==> config.mk <==
export PLATFORM = sky130hd
export DESIGN_NAME = evt_irq_ctrl
export DESIGN_NICKNAME = d
export VERILOG_FILES = /design/src/rtl/evt_irq_pkg.sv /design/src/rtl/evt_flag_bank.sv /design/src/rtl/evt_csr.sv /design/src/rtl/evt_irq_fsm.sv /design/src/rtl/evt_irq_ctrl.sv
export SDC_FILE = /design/constraint.sdc
export NUM_CORES = 1
export LEC_CHECK = 0
export BUFFER_PORTS_ARGS = -buffer_cell sky130_fd_sc_hd__clkbuf_2
export CAP_MARGIN = 40
export CORE_ASPECT_RATIO = 1.1
export CORE_MARGIN = 3
export CORE_UTILIZATION = 44
export CTS_BUF_LIST = sky130_fd_sc_hd__clkbuf_4
export CTS_CLUSTER_SIZE = 25
export DETAILED_ROUTE_END_ITERATION = 12
export PLACE_DENSITY_LB_ADDON = 0.3
export SYNTH_ARGS = -nofsm -noshare
export SYNTH_HDL_FRONTEND = slang
export SYNTH_SLANG_ARGS = --single-unit
==> constraint.sdc <==
create_clock -name clk -period 1.5 [get_ports clk]
set_clock_uncertainty 0.1 [all_clocks]
set_input_delay 0.3 -clock clk [delete_from_list [all_inputs] [get_ports clk]]
set_output_delay 0.3 -clock clk [all_outputs]
set_load 0.01 [all_outputs]
==> src/rtl/evt_irq_pkg.sv <==
package evt_irq_pkg;
    localparam int ADDR_W = 8;
    localparam int DATA_W = 8;
    localparam int N_LINK = 4;

    localparam logic [ADDR_W-1:0] A_LINK = 8'h1B;
    localparam logic [ADDR_W-1:0] A_PGRP = 8'h1C;
    localparam logic [ADDR_W-1:0] A_PFLG = 8'h1D;
    localparam logic [ADDR_W-1:0] A_PEN  = 8'h1F;

    localparam int CLR_BIT       = 0;
    localparam int LINK_FLAG_LSB = 1;
    localparam int LINK_EN_BIT   = 7;
    localparam int PGRP_EN_BIT   = 1;

    localparam int IDX_PKT = 0;
    localparam int IDX_WR  = 1;
    localparam int IDX_RD  = 2;
    localparam int IDX_RST = 3;

    typedef enum logic [1:0] {
        PIN_IDLE    = 2'd0,
        PIN_ACTIVE  = 2'd1,
        PIN_RELEASE = 2'd2
    } pin_state_e;
endpackage

==> src/rtl/evt_flag_bank.sv <==
module evt_flag_bank #(
    parameter int W = 4
) (
    input  logic         clk,
    input  logic         rst,
    input  logic [W-1:0] set_i,
    input  logic         clr_i,
    output logic [W-1:0] flags_o
);
    logic [W-1:0] flag_q;

    for (genvar i = 0; i < W; i++) begin : g_bit
        always_ff @(posedge clk) begin
            if (rst)
                flag_q[i] <= 1'b0;
            else if (set_i[i])
                flag_q[i] <= 1'b1;
            else if (clr_i)
                flag_q[i] <= 1'b0;
        end
    end

    assign flags_o = flag_q;
endmodule

==> src/rtl/evt_csr.sv <==
module evt_csr
    import evt_irq_pkg::*;
#(
    parameter int N_PROT = 6
) (
    input  logic              clk,
    input  logic              rst,
    input  logic              we,
    input  logic [ADDR_W-1:0] addr,
    input  logic [DATA_W-1:0] wdata,
    input  logic [N_LINK-1:0] link_flags,
    input  logic [N_PROT-1:0] prot_flags,
    output logic [DATA_W-1:0] rdata,
    output logic              link_en,
    output logic              pgrp_en,
    output logic [N_PROT-1:0] prot_en,
    output logic              link_clr,
    output logic              prot_clr
);
    logic unused_wdata;
    assign unused_wdata = ^wdata;

    always_ff @(posedge clk) begin
        if (rst) begin
            link_en <= 1'b0;
            pgrp_en <= 1'b0;
            prot_en <= '0;
        end else if (we) begin
            if (addr == A_LINK) link_en <= wdata[LINK_EN_BIT];
            if (addr == A_PGRP) pgrp_en <= wdata[PGRP_EN_BIT];
            if (addr == A_PEN)  prot_en <= wdata[N_PROT-1:0];
        end
    end

    assign link_clr = we && (addr == A_LINK) && wdata[CLR_BIT];
    assign prot_clr = we && (addr == A_PGRP) && wdata[CLR_BIT];

    always_comb begin
        rdata = '0;
        case (addr)
            A_LINK: begin
                rdata[LINK_EN_BIT]                = link_en;
                rdata[LINK_FLAG_LSB +: N_LINK]    = link_flags;
            end
            A_PGRP: rdata[PGRP_EN_BIT]   = pgrp_en;
            A_PFLG: rdata[N_PROT-1:0]    = prot_flags;
            A_PEN:  rdata[N_PROT-1:0]    = prot_en;
            default: rdata = '0;
        endcase
    end
endmodule

==> src/rtl/evt_irq_fsm.sv <==
module evt_irq_fsm
    import evt_irq_pkg::*;
(
    input  logic clk,
    input  logic rst,
    input  logic pending_i,
    input  logic release_i,
    output logic irq_n_o
);
    pin_state_e state_q, state_d;

    always_comb begin
        state_d = state_q;
        unique case (state_q)
            PIN_IDLE: begin
                if (!release_i && pending_i) state_d = PIN_ACTIVE;
            end
            PIN_ACTIVE: begin
                if (release_i)       state_d = PIN_RELEASE;
                else if (!pending_i) state_d = PIN_IDLE;
            end
            PIN_RELEASE: begin
                if (release_i)      state_d = PIN_RELEASE;
                else if (pending_i) state_d = PIN_ACTIVE;
                else                state_d = PIN_IDLE;
            end
            default: state_d = PIN_IDLE;
        endcase
    end

    always_ff @(posedge clk) begin
        if (rst) state_q <= PIN_IDLE;
        else     state_q <= state_d;
    end

    always_ff @(posedge clk) begin
        if (rst) irq_n_o <= 1'b1;
        else     irq_n_o <= (state_d != PIN_ACTIVE);
    end
endmodule

==> src/rtl/evt_irq_ctrl.sv <==
module evt_irq_ctrl
    import evt_irq_pkg::*;
#(
    parameter int                N_PROT       = 6,
    parameter logic [N_PROT-1:0] RESTART_MASK = 6'b010111
) (
    input  logic              clk,
    input  logic              rst,
    input  logic              auto_mode,
    input  logic              pkt_rx,
    input  logic              wr_done,
    input  logic              rd_done,
    input  logic              link_err,
    input  logic [N_PROT-1:0] prot_cond,
    input  logic              reg_we,
    input  logic [ADDR_W-1:0] reg_addr,
    input  logic [DATA_W-1:0] reg_wdata,
    output logic [DATA_W-1:0] reg_rdata,
    output logic              irq_n,
    output logic              restart_req
);
    logic [N_LINK-1:0] link_set, link_flags;
    logic [N_PROT-1:0] prot_flags, prot_en;
    logic link_en, pgrp_en, link_clr, prot_clr;
    logic restart_cond, pending;

    assign restart_cond = auto_mode & (link_err | (|(prot_cond & RESTART_MASK)));

    always_comb begin
        link_set          = '0;
        link_set[IDX_PKT] = ~auto_mode & pkt_rx;
        link_set[IDX_WR]  = auto_mode & wr_done;
        link_set[IDX_RD]  = auto_mode & rd_done;
        link_set[IDX_RST] = restart_cond;
    end

    evt_flag_bank #(.W(N_LINK)) u_link_flags (
        .clk(clk), .rst(rst), .set_i(link_set), .clr_i(link_clr), .flags_o(link_flags)
    );

    evt_flag_bank #(.W(N_PROT)) u_prot_flags (
        .clk(clk), .rst(rst), .set_i(prot_cond), .clr_i(prot_clr), .flags_o(prot_flags)
    );

    evt_csr #(.N_PROT(N_PROT)) u_csr (
        .clk(clk), .rst(rst), .we(reg_we), .addr(reg_addr), .wdata(reg_wdata),
        .link_flags(link_flags), .prot_flags(prot_flags), .rdata(reg_rdata),
        .link_en(link_en), .pgrp_en(pgrp_en), .prot_en(prot_en),
        .link_clr(link_clr), .prot_clr(prot_clr)
    );

    assign pending = (link_en & (|link_flags)) | (pgrp_en & (|(prot_flags & prot_en)));

    evt_irq_fsm u_fsm (
        .clk(clk), .rst(rst), .pending_i(pending),
        .release_i(link_clr | prot_clr), .irq_n_o(irq_n)
    );

    always_ff @(posedge clk) begin
        if (rst) restart_req <= 1'b0;
        else     restart_req <= restart_cond;
    end
endmodule

# After elaboration in Yosys (flattened, before gate mapping)

Cells that the tools add are included.

Equal/unequal tests: 7
Muxes and demuxes: 23
Bitwise gates (word level): 11
Reduce and logical (&&, ||, !) cells: 23

Operators with widths:

| kind               | number |
|---|---|
| $eq 8x5->1 const B | 4 |
| $reduce_bool 2->1  | 10 |
| $mux 1             | 14 |
| $pmux 3 s3         | 1 |
| $mux 2             | 4 |
| $reduce_or 4->1    | 2 |
| $and 1x1->1        | 6 |
| $and 6x6->6        | 1 |
| $pmux 2 s3         | 1 |
| $reduce_and 2->1   | 3 |
| $reduce_or 6->1    | 1 |
| $logic_and 1x1->1  | 5 |
| $pmux 1 s2         | 2 |
| $pmux 1 s4         | 1 |
| $or 1x1->1         | 3 |
| $eq 2x1->1 const B | 1 |
| $eq 2x2->1 const B | 1 |
| $logic_not 2->1    | 1 |
| $ne 2x1->1 const B | 1 |
| $logic_not 1->1    | 1 |
| $not 1->1          | 1 |

Flip-flop bits (word level): 22
Input port bits: 30
Output and inout port bits: 10

# Longest topological paths before layout

Depth in word-level cells: 9
Gate-level depth with buffers: 5
Mapped depth without buffers: 4

# Modules after synthesis

A second synthesis with hierarchy kept.

Cell total of the unflattened synthesis: 130
Area, all modules: 1179.9 um^2

Modules (own cells, without submodules):

| module                       | instances | cells an instance | area each (um^2) | sequential area each (um^2) |
|---|---|---|---|---|
| evt_csr                      | 1         | 67                | 611.8            | 160.2 |
| evt_flag_bank (u_prot_flags) | 1         | 24                | 210.2            | 120.1 |
| evt_flag_bank (u_link_flags) | 1         | 16                | 140.1            | 80.1 |
| evt_irq_ctrl                 | 1         | 14                | 117.6            | 20.0 |
| evt_irq_fsm                  | 1         | 9                 | 100.1            | 60.1 |

# Worst setup path after synthesis

OpenSTA, ideal clock, no wires.

Kind: in2out
From: in reg_addr[6]
To: out reg_rdata[3]
Arrival time: 1248 ps
Data required time: 1100 ps
Setup slack: -148 ps
Stages: 5
Path through: and4bb_1 > buf_6 > and3_4 > and2_0 > a221o_1

Longest elaborated chain between the ends: 2
Elaborated cells between the ends (all ways): 4
Classes of those cells: eq/ne: 3; mux: 1

Ends and longest elaborated chain:

| what            | line               | text |
|---|---|---|
| start, declared | evt_irq_ctrl.sv:16 | `input logic [ADDR_W-1:0] reg_addr,` |
| $eq 8x5->1      | evt_csr.sv:40      | `case (addr)` |
| $pmux 3 s3 *    | evt_csr.sv:40      |  |
| end, declared   | evt_irq_ctrl.sv:18 | `output logic [DATA_W-1:0] reg_rdata,` |

Mark *: on every way between the ends. The rest lies on a longest branch, timed or not.

# Worst setup path in the final report

From: in reg_addr[7]
To: out reg_rdata[3]

Same word-level chain as after synthesis.

==> impl_metrics.env <==
export IMPL_routed_wirelength_um=2360
export IMPL_synth_net_count=137
export IMPL_min_path_cells=3
export IMPL_instances_no_fill=187
export IMPL_finalInstanceArea_um2=1380
export IMPL_drtIter0Drc=14
export IMPL_area_growth_pct=35.7
export IMPL_dr_pass1_iters=4
export IMPL_hold_path_class="in2reg"
export IMPL_cts_root_buf="clkbuf_4"
export IMPL_rsz0062_at_grt="true"
export IMPL_syn_area_per_cell_um2=9.51
export IMPL_ios=40
export IMPL_remaining_drc_errors=0
export IMPL_max_vdd_ir_drop_uv=793
export IMPL_netlist_area_um2=1020
export IMPL_netSwitchingPower_w=0.000235
export IMPL_synth_distinct_cells=33
export IMPL_grt_max_degree=14
export IMPL_fp_dieH_um=56.4
export IMPL_failed_checks="negative setup slack"
export IMPL_pwr_share_comb_pct=12.3
export IMPL_power_share_switching_pct=23.4
export IMPL_drv_cap=0
export IMPL_via_count=988
export IMPL_cts_tree="done"
export IMPL_met1Wirelength_um=998
export IMPL_antenna_found_initial=0
export IMPL_p_per_area_nw_per_um2=729
export IMPL_post_route_period_util_pct=123
export IMPL_final_util_pct=65.5
export IMPL_reg2regPathDepth=3
export IMPL_wl_met2_um=1230
export IMPL_critPathMaxFanout=6
export IMPL_max_freq_mhz=543
export IMPL_cts_hold_buf=0
export IMPL_io_buffers=37
export IMPL_yosys_area_top_type_share_pct=43.3
export IMPL_cts_max_path_buffers=2
export IMPL_place_gp_congestion=0.804
export IMPL_ys_ff_latch=22
export IMPL_dp_cells=181
export IMPL_rows=17
export IMPL_dp_hpwl_um=1950
export IMPL_power_internal_w=0.000771
export IMPL_ys_seq_area_share_pct=43.3
export IMPL_start_util_pct=48.3
export IMPL_synthXorXnorAreaFrac_pct=0.861
export IMPL_core_um2=2110
export IMPL_overflow=0
export IMPL_hold_violations=0
export IMPL_clockPowerShare_pct=25.8
export IMPL_ys_warn_count=0
export IMPL_synthAdderAreaFrac_pct=0
export IMPL_wire_per_inst_um=12.6
export IMPL_grt_util_all_layers_pct=17.6
export IMPL_grt_pass1_vias=935
export IMPL_fillers=177
export IMPL_synth_area_top_cells="dfxtp_1 43%, nor2_1 7.0%, mux2i_1 6.9%"
export IMPL_synthMuxAreaShare_pct=6.89
export IMPL_post_route_min_period_ps=1840
export IMPL_cp_arrival_ps=1440
export IMPL_setup_ws_ps=-341
export IMPL_critPathKind="in2out"
export IMPL_routed_wl_met3_um=116
export IMPL_seqPwrFrac_pct=61.9
export IMPL_top_layer="met4"
export IMPL_htree_levels=1
export IMPL_startpoint_type="input pin"
export IMPL_die_width_um=51.8
export IMPL_grt_pass1_wl_um=4040
export IMPL_clk_latency_ps=290
export IMPL_slew_violations=0
export IMPL_numCtsBuffers=3
export IMPL_cp_end_kind="output port"
export IMPL_synth_top_family_by_area="simple AND/OR/NAND/NOR gates"
export IMPL_p_leak_nw=0.698
export IMPL_clk_pin_slew_ps=110
export IMPL_routed_via_density=5.28
export IMPL_antenna_cells=0
export IMPL_critPathRequiredTime_ps=1100
export IMPL_die_area_um2=2930
export IMPL_cts_sinks=22
export IMPL_yosys_area_share_simple_pct=27.9
export IMPL_fin_nets=190
export IMPL_yosys_area_top_type="dfxtp_1"
export IMPL_synth_compound_area_share_pct=17.2
export IMPL_drive_gt1_share_pct=42.1
export IMPL_setup_viol=7
export IMPL_netlist_instances=107
export IMPL_place_area_um2=1320
export IMPL_ant_nets=0
export IMPL_status="complete, but fails checks"
==> metrics by stage <==
step | setup TNS, ps | hold slack [ps] | total power, W | worst slack, ps
3_5_place_dp | -6330 | 382 | 0.000756 | -415
2_1_floorplan | -686 | 317 | 0.000685 | -122
4_1_cts | -2310 | 103 | 0.00102 | -352
3_3_place_gp | -5450 | 367 | 0.000751 | -408
6_report | -2170 | 115 | 0.00101 | -341
5_1_grt | -2580 | 118 | 0.00106 | -413
==> per-layer routing <==
| metal | track usage [%] | up-vias |
|---|---|---|
| li1 | - | 495 |
| met5 | 0 | - |
| met1 | 21.9 | 466 |
| met4 | 4.49 | 0 |
| met3 | 2.92 | 2 |
| met2 | 30.5 | 25 |
==> power by group through the flow <==
stage	Combinational (W)	Sequential, W	Clock [W]
detailed placement	0.000120	0.000635	0
finish	0.000124	0.000622	0.000260
global placement	0.000117	0.000634	0
floorplan	0.0000548	0.000630	0
CTS	0.000124	0.000622	0.000273
global route	0.000138	0.000626	0.000297
==> repair_timing <==
action	4_1_cts	5_1_grt
gates resized for setup	3	10
setup buffers	2	0
endpoints found under the setup margin	7	7
pin swaps	8	5
==> Yosys cell counts <==
cell type	n
buf_2	1
a221o_1	4
buf_6	1
and2_4	1
o311a_1	1
mux2i_1	7
nand4_1	3
or4_1	1
and2_0	3
or3_1	1
buf_4	1
a21oi_1	9
inv_1	1
nor2_1	19
and3_4	2
a22o_1	3
and2_1	3
nor3b_4	1
nand2_2	1
clkbuf_1	2
nand4_2	2
and3_1	1
nor2b_1	1
and2b_1	1
a22oi_1	6
xnor2_1	1
dfxtp_1	22
a31o_2	1
nand3_1	3
and4bb_1	1
nor3_2	1
conb_1	1
nand2_1	1
==> layout by cell type (no fill, tap or decap), types with 2 or more instances in the layout <==
cell and instances:
buf_4 15, and3_4 2, nand4_1 3, nor2_1 19, clkbuf_2 30, nand3_1 3
a22o_1 3, buf_2 5, mux2i_1 7, dfxtp_1 22, a21oi_1 9, nand4_2 2
clkbuf_4 3, a221o_1 4, a22oi_1 6, and2_4 2, and2_1 2, and2_0 3
buf_6 3
==> path summary, 6_finish.rpt <==
kind	from	endpoint	slack, ps
setup reg to reg	u_link_flags.flags_o[1]	u_fsm.state_q[0]	60
hold / removal	prot_cond[5]	u_prot_flags.flags_o[5]	120
hold reg to reg	u_csr.link_en	u_csr.link_en	400
setup / recovery	reg_addr[7]	reg_rdata[3]	-340
==> final cells by class <==
| class | count | area (µm²) | area share (%) |
|---|---|---|---|
| well taps | 28 | 35.0 | 2.54 |
| multi-input cells | 79 | 553 | 40.1 |
| clock inverters | 1 | 3.75 | 0.272 |
| repair buffers | 53 | 322 | 23.3 |
| flip-flops and latches | 22 | 440 | 31.9 |
| inverters | 1 | 3.75 | 0.272 |
| clock buffers | 3 | 22.5 | 1.63 |
==> sequential cells by signal, indices dropped and copies added, names as in the netlist <==
signal,count
u_csr.prot_en,6
u_prot_flags.flags_o,6
u_link_flags.flags_o,4
u_fsm.state_q,2
restart_req,1
u_csr.link_en,1
u_csr.pgrp_en,1
u_fsm.irq_n_o,1
==> critical path: stages <==
cell	delay, ps
clkbuf_2	70
and4bb_4	370
nand2_4	60
nor3b_4	290
a221o_1	230
buf_6	110
==> cell families (layout without fill, tap and decap cells) <==
kind of cell              after synthesis  in the layout
AOI/OAI and AO/OA                      24             24
xor gates and xnor gates                1              1
buffers and inverters                   6             58
DFF                                    22             22
muxes                                   7              7
other                                   1              1
and+or+nand+nor                        46             46
Note: power is estimated with default switching activity, not from simulation.
